### src/rtl/lifo_pkg.sv
// Package lifo_pkg
// Shared types for the shift-register stack: the per-cycle operation that
// the controller decides and every storage place obeys.
package lifo_pkg;

    typedef enum logic [2:0] {
        OP_HOLD   = 3'd0,   // keep every place as it is
        OP_PUSH   = 3'd1,   // shift deeper, load head from input
        OP_POP    = 3'd2,   // shift toward head, clear deepest place
        OP_SWAP   = 3'd3,   // replace head only
        OP_REJECT = 3'd4    // refused request: hold and flag an error
    } lifo_op_e;

endpackage

### src/rtl/lifo_ctrl.sv
// Module lifo_ctrl
// Decodes the push/pop strobes against the current occupancy into one
// operation for the storage chain. Keeps the occupancy count and the
// registered error pulse.
// Assumes: at most one word enters and one leaves per cycle.
module lifo_ctrl
    import lifo_pkg::*;
#(
    parameter int DEPTH = 8,
    localparam int CNT_W = $clog2(DEPTH + 1)
) (
    input  logic     clk,
    input  logic     rst_n,
    input  logic     push,
    input  logic     pop,
    output lifo_op_e op,
    output logic     full,
    output logic     empty,
    output logic     err
);

    localparam logic [CNT_W-1:0] CNT_MAX = CNT_W'(DEPTH);

    logic [CNT_W-1:0] count;

    assign full  = (count == CNT_MAX);
    assign empty = (count == '0);

    // Pick this cycle's operation from the strobes and the occupancy.
    always_comb begin
        op = OP_HOLD;
        if (push && pop)
            op = empty ? OP_REJECT : OP_SWAP;
        else if (push)
            op = full ? OP_REJECT : OP_PUSH;
        else if (pop)
            op = empty ? OP_REJECT : OP_POP;
    end

    // Track the occupancy and register the error pulse.
    always_ff @(posedge clk) begin
        if (!rst_n) begin
            count <= '0;
            err   <= 1'b0;
        end else begin
            err <= (op == OP_REJECT);
            case (op)
                OP_PUSH: count <= count + 1'b1;
                OP_POP:  count <= count - 1'b1;
                default: count <= count;
            endcase
        end
    end

endmodule

### src/rtl/lifo_cell.sv
// Module lifo_cell
// One storage place of the chain. It takes the shallower neighbour's word
// on a push and the deeper neighbour's word on a pop. The head place
// (IS_HEAD) also loads its shallower input on a swap.
// Assumes: the head's shallower input is the data input, and the deepest
// place's deeper input is tied to zero.
module lifo_cell
    import lifo_pkg::*;
#(
    parameter int DATA_W  = 16,
    parameter bit IS_HEAD = 1'b0
) (
    input  logic              clk,
    input  logic              rst_n,
    input  lifo_op_e          op,
    input  logic [DATA_W-1:0] from_up,
    input  logic [DATA_W-1:0] from_down,
    output logic [DATA_W-1:0] q
);

    // Update this place according to the chain-wide operation.
    always_ff @(posedge clk) begin
        if (!rst_n) begin
            q <= '0;
        end else begin
            case (op)
                OP_PUSH: q <= from_up;
                OP_POP:  q <= from_down;
                OP_SWAP: if (IS_HEAD) q <= from_up;
                default: q <= q;
            endcase
        end
    end

endmodule

### src/rtl/shift_lifo.sv
// Module shift_lifo
// Top level of the register-chain stack. Place 0 is the head and always
// drives the top output; higher indices are deeper. There is no pointer:
// the words themselves move through the chain.
// Assumes: DEPTH >= 2.
module shift_lifo
    import lifo_pkg::*;
#(
    parameter int DATA_W = 16,
    parameter int DEPTH  = 8
) (
    input  logic              clk,
    input  logic              rst_n,
    input  logic              push,
    input  logic              pop,
    input  logic [DATA_W-1:0] din,
    output logic [DATA_W-1:0] top,
    output logic              full,
    output logic              empty,
    output logic              err
);

    lifo_op_e          op;
    logic [DATA_W-1:0] place [DEPTH];

    lifo_ctrl #(.DEPTH(DEPTH)) u_ctrl (
        .clk   (clk),
        .rst_n (rst_n),
        .push  (push),
        .pop   (pop),
        .op    (op),
        .full  (full),
        .empty (empty),
        .err   (err)
    );

    // Build the chain: each place links to its shallower and deeper neighbour.
    for (genvar i = 0; i < DEPTH; i++) begin : g_place
        logic [DATA_W-1:0] up_w;
        logic [DATA_W-1:0] down_w;

        if (i == 0) begin : g_head
            assign up_w = din;
        end else begin : g_mid
            assign up_w = place[i-1];
        end

        if (i == DEPTH - 1) begin : g_last
            assign down_w = '0;
        end else begin : g_inner
            assign down_w = place[i+1];
        end

        lifo_cell #(.DATA_W(DATA_W), .IS_HEAD(i == 0)) u_cell (
            .clk       (clk),
            .rst_n     (rst_n),
            .op        (op),
            .from_up   (up_w),
            .from_down (down_w),
            .q         (place[i])
        );
    end

    assign top = place[0];

endmodule

### config.mk
export PLATFORM = sky130hd
export DESIGN_NAME = shift_lifo
export DESIGN_NICKNAME = d
export VERILOG_FILES = /design/src/rtl/lifo_pkg.sv /design/src/rtl/lifo_ctrl.sv /design/src/rtl/lifo_cell.sv /design/src/rtl/shift_lifo.sv
export SDC_FILE = /design/constraint.sdc
export NUM_CORES = 1
export LEC_CHECK = 0
export BUFFER_PORTS_ARGS = -buffer_cell sky130_fd_sc_hd__buf_2
export CAP_MARGIN = 0
export CORE_UTILIZATION = 60
export DETAILED_ROUTE_END_ITERATION = 12
export HOLD_SLACK_MARGIN = 0.12
export PLACE_DENSITY = 0.9
export SLEW_MARGIN = 20
export SYNTH_ARGS = -nofsm -noshare
export SYNTH_HDL_FRONTEND = slang
export SYNTH_SLANG_ARGS = --single-unit
### constraint.sdc
create_clock -name clk -period 3 [get_ports clk]
set_input_delay 0.6 -clock clk [delete_from_list [all_inputs] [get_ports clk]]
set_output_delay 0.6 -clock clk [all_outputs]
set_load 0.01 [all_outputs]
After elaboration in Yosys (flattened, before gate mapping)
Cells that the tools add are included.

storage, ports and cells
  input bits = 20
  output and inout port bits = 19
  flip-flop bits (word level) = 133
  word-level logic and storage cells = 37

operators by class
  multiplexer cells = 15
  add/subtract/negate cells = 2
  reductions and logical operators = 5
  equality and inequality tests = 5

operator list
  kind                                              number
  one-hot mux 16 bit (2 select lines)               8
  two-way mux 3 bit                                 6
  one-hot mux 4 bit (2 select lines)                1
  == test 3 x 2 -> 1 bit, second input constant     2
  adder 4 x 1 -> 4 bit, second input constant       1
  == test 4 bit, second input constant              1
  zero test 4 bit                                   1
  nonzero test 2 bit                                2
  subtractor 4 x 1 -> 4 bit, second input constant  1
  == test 3 x 1 -> 1 bit, second input constant     1
  == test 3 bit, second input constant              1
  OR reduction 2 bit                                1
  logical AND 1 bit                                 1

Depth between registers and ports, before layout
  depth in word-level cells = 8
  depth in mapped cells = 11
  gate-level depth less buffers = 7

Modules after synthesis
From an unflattened synthesis, not the netlist that was laid out.

unflattened totals
  cell total of the unflattened synthesis = 642
  area, all modules = 7,089.3 sq um

by module, submodules not included
  module                             cells each  area an instance (sq um)  instances  sequential area each (sq um)
  lifo_cell (g_place[1].u_cell ...)  77          840.8                     7          320.3
  lifo_cell (g_place[0].u_cell)      59          818.3                     1          320.3
  lifo_ctrl                          43          381.6                     1          100.1
  shift_lifo                         1           3.8                       1          0.0

Worst setup path before layout
OpenSTA, ideal clock, no wires.

  path type = in2reg
  start = in pop
  end = reg u_ctrl.count[2]
  data arrival time = 2.302 ns
  path slack = 0.626 ns
  cell stages on the path = 10
  cells stage by stage = clkbuf_1 -> or3b_1 -> buf_4 -> buf_4 -> buf_2 -> xnor2_1 -> ha_1 -> nor2_1 -> a22oi_2 -> mux2i_1

on the way
  longest elaborated chain between the ends = 5
  elaborated cells between the ends (all ways) = 8
  classes of those cells = eq/ne: 2; mux: 4; reduce/logical: 2

RTL lines
  what                                                                             RTL line          text
  start: declaration                                                               shift_lifo.sv:15  input logic pop,
  two-way mux 3 bit                                                                lifo_ctrl.sv:36   else if (pop)
  two-way mux 3 bit                                                                lifo_ctrl.sv:34   else if (push)
  two-way mux 3 bit (*)                                                            lifo_ctrl.sv:32   if (push && pop)
  == test 3 x 2 -> 1 bit / == test 3 x 1 -> 1 bit (equally long branches)          lifo_ctrl.sv:47   case (op)
  one-hot mux 4 bit (2 select lines) / nonzero test 2 bit (equally long branches)  n/a
  end signal: assignment                                                           lifo_ctrl.sv:48   OP_PUSH: count <= count + 1'b1;
  end signal: assignment                                                           lifo_ctrl.sv:49   OP_POP: count <= count - 1'b1;
  end signal: assignment                                                           lifo_ctrl.sv:50   default: count <= count;
  end: declaration                                                                 lifo_ctrl.sv:24   logic [CNT_W-1:0] count;

Mark *: on every way between the ends. The rest lies on a longest branch, timed or not.
A chain may end at the register's enable or synchronous reset.

Worst setup path after layout
  start = reg u_ctrl.count[0]
  end = reg g_place[3].u_cell.q[9]

on the way
  longest elaborated chain between the ends = 7
  elaborated cells between the ends (all ways) = 12
  classes of those cells = eq/ne: 3; mux: 7; reduce/logical: 2

RTL lines
  what                                                                              RTL line         text
  zero test 4 bit                                                                   lifo_ctrl.sv:27  assign empty = (count == '0);
  two-way mux 3 bit                                                                 lifo_ctrl.sv:37  op = empty ? OP_REJECT : OP_POP;
  two-way mux 3 bit                                                                 lifo_ctrl.sv:36
  two-way mux 3 bit                                                                 lifo_ctrl.sv:34
  two-way mux 3 bit (*)                                                             lifo_ctrl.sv:32
  == test 3 x 2 -> 1 bit / == test 3 x 1 -> 1 bit (equally long branches)           lifo_cell.sv:26  case (op)
  one-hot mux 16 bit (2 select lines) / nonzero test 2 bit (equally long branches)  n/a
  end signal: assignment                                                            lifo_cell.sv:27  OP_PUSH: q <= from_up;
  end signal: assignment                                                            lifo_cell.sv:28  OP_POP: q <= from_down;
  end signal: assignment                                                            lifo_cell.sv:29  OP_SWAP: if (IS_HEAD) q <= from_up;
  end: declaration                                                                  lifo_cell.sv:18  output logic [DATA_W-1:0] q

Marked as above.

==> results.toml <==
[synthesis]
post_synth_num_cell_types = 30
syn_nets = 737
synth_largest_area_cell = "dfxtp_1"
synth-main-ff-cell = "dfxtp_1"
synthArstFlopShare_pct = 0
synth_edf_count = 0
ys_ff_latch = 133
netlist_area_um2 = 5730
synth.area.top_cells = "dfxtp_1 46%, a21oi_1 16%, nand2_1 9.8%, o21ai_0 8.5%, a21oi_2 4.6%"
synthCells = 716
syn_area_per_cell_um2 = 8.01
seq_area_frac_synth_pct = 46.4
yosysTopAreaCellShare_pct = 46.4
yosys_warnings = 0

[place]
placed_cells = 824
port_buffers = 38
post-dp-hpwl_mm = 6.99
place_congestion = 0.724
placed_cell_area_um2 = 5900

[worst_setup_path]
startpoint_type = "flop"
worst_ep_required_time_ps = 3420
end_kind = "flop"
r2r-end = "g_place[3].u_cell.q[9]"
ff2ff_path_depth = 5
crit_type = "reg2reg"
worstPathArrival_ps = 2800
timing.rr.start = "u_ctrl.count[0]"
r2r_slack_ps = 630
crit_fanout = 61

[timing]
setup_tns_ps = 0
clock.fmax_mhz = 421
finalHoldViolCount = 0
finClkSkew_ps = 6.38
setup_violations = 0
tightest_slew_ps = 569
finalCritPeriodShare_pct = 79.1
final.min_clock_period_ps = 2370
rsz0062_at_grt = "false"
drv_slew = 0
relSlewSlack_pct = 62.1

[routing]
ant_nets = 0
wl_per_cell_um = 16.0
drc = 0
first_pass_iters = 5
finalWirelength_mm = 13.7
post_drt_via_cell_ratio = 6.05
vias = 5180
drt_iter0_drc = 620

[run]
max_cap_violations = 0

[global_route]
grt_pass1_vias = 4689
grt_use_total_pct = 27.9
grt_first_pass_wirelength_mm = 22.3
grt-ovfl-total = 0
grt_max_degree = 100
antenna_found_initial = 0

[die]
die_area_um2 = 9950
initial_core_util_pct = 62.0
row_count = 35
io_pins = 39
dieHeight_um = 99.8
core-area_um2 = 9240
die_w_um = 99.8

[pwr]
p_int_w = 0.00357
power_density_nw_per_um2 = 740
combPwrFrac_pct = 12.1
p_seq_share_pct = 42.5
switching_share_pct = 26.1
pwr-share-clk_pct = 45.3
finalPower_w = 0.00483
power.switching_w = 0.00126
ir_worst_vdd_mv = 0.317
leakagePower_nw = 2.46

[clock_tree]
ctsResizeCount = 0
clock_sinks = 133
cts_buffers = 17
cts_max_level = 4
cts_buffer_depth = 2
tritoncts = "built"
clkTransAtPathRegs_ps = 60
cts_setup_buffers = 0
insertion_delay_ps = 520
cts_root_buf = "clkbuf_8"
cts_hold_buffers = 0

[finish]
fin_area_um2 = 6530
nets = 735
syn_to_final_growth_pct = 13.8
drive_gt1_share_pct = 16.0
fin_util_pct = 70.6
antennaDiodeCount = 0
layoutNonFillerInstCount = 856

[hold_path]
hold_path_depth = 4
min_path_type = "in2reg"
worstHoldStart = "din[9]"
min_to = "g_place[0].u_cell.q[9]"

[run_status]
status = "finished, final reports clean"
-- how the worst max path moves through the flow --
stage	startpoint	end	slack (ps)	depth (start not counted)
6_report	u_ctrl.count[0]	g_place[3].u_cell.q[9]	630	5
4_1_cts	u_ctrl.count[3]	full	650	3
2_1_floorplan	pop	u_ctrl.count[2]	630	10
3_3_place_gp	push	u_ctrl.count[2]	590	6
5_1_grt	u_ctrl.count[0]	g_place[3].u_cell.q[9]	540	5
3_5_place_dp	push	g_place[2].u_cell.q[10]	530	6
-- stage by stage --
step           hold WS, ps  setup slack (ps)
6_report               432               626
3_3_place_gp           439               588
3_5_place_dp           447               528
4_1_cts                425               647
5_1_grt                453               545
2_1_floorplan          433               626
-- cells in the mapped netlist (all sizes together) (2+ instances only) --
library cell,number
clkbuf,36
dfxtp,133
xnor2,3
o211a,16
nand2,150
nor3b,2
o21ai,100
nor2,3
mux2i,18
nor2b,2
a21oi,208
buf,32
-- worst max-delay path, cell delays in order, from the launching register on --
cell	delay, ps
dfxtp_1	390
nor4_2	450
or3b_2	410
buf_4	520
o21ai_0	240
a21oi_1	250
-- power groups by stage --
stage / Combinational [W] / Sequential, W / Clock, W
final: 0.000585 / 0.00206 / 0.00219
after floorplan: 0.000426 / 0.00206 / 0
after global placement: 0.000526 / 0.00207 / 0
after CTS: 0.000581 / 0.00205 / 0.00219
after global routing: 0.000652 / 0.00207 / 0.00227
after detailed placement: 0.000551 / 0.00208 / 0
-- layout by cell type, fill, tap and decap left out --
cell type,n
clkinvlp_4,4
nor3b_1,1
and2_4,1
nor3b_2,1
clkinv_2,4
dfxtp_1,133
buf_4,4
a21oi_2,30
clkbuf_16,16
nand2b_1,1
o22a_1,1
a22oi_2,1
buf_12,5
nand2_1,149
nor2b_1,2
buf_2,38
nand4_1,1
o21ai_0,97
o211a_1,16
nor4_2,1
nor2_1,3
or3b_2,1
ha_1,1
xnor2_1,3
o21ai_1,3
clkbuf_8,1
clkbuf_1,1
or3_1,1
o211ai_2,1
inv_1,1
mux2i_1,18
or4b_4,1
bufinv_16,5
clkinv_4,1
a21oi_1,178
nand3b_1,1
nand2_4,1
-- state kept, by name, indices dropped and copies added, names as in the netlist --
signal / cells
g_place.u_cell.q: 128
u_ctrl.err: 1
u_ctrl.count: 4
-- layer usage --
layer	wire [um]	part of all wire (%)	GRT usage, %	vias up
met4	312	2.3	12.6	0
met2	6630	48	46.0	242
met5	0	0	0	-
li1	-	-	-	2480
met3	945	6.9	6.25	32
met1	5830	43	35.0	2426
-- final cells by class --
cell class	count	area, um2
inverter	1	3.75
clock inverter	14	209
fill	593	2710
sequential	133	2660
clock buffer	18	418
timing repair buffer	47	320
tap	129	161
multi-input combinational	514	2750
-- cell families (layout without fill, tap and decap cells) --
logic type      after synthesis  after routing  synth area share [%]
compound gates              327            327                  32.2
simple gates                165            165                  11.7
flops                       133            133                  46.4
buf+inv                      69             80                  5.83
mux                          18             18                  3.14
xor+xnor                      3              3                 0.458
fa+ha+maj                     1              1                 0.218
Note: power is estimated with default switching activity, not from simulation.
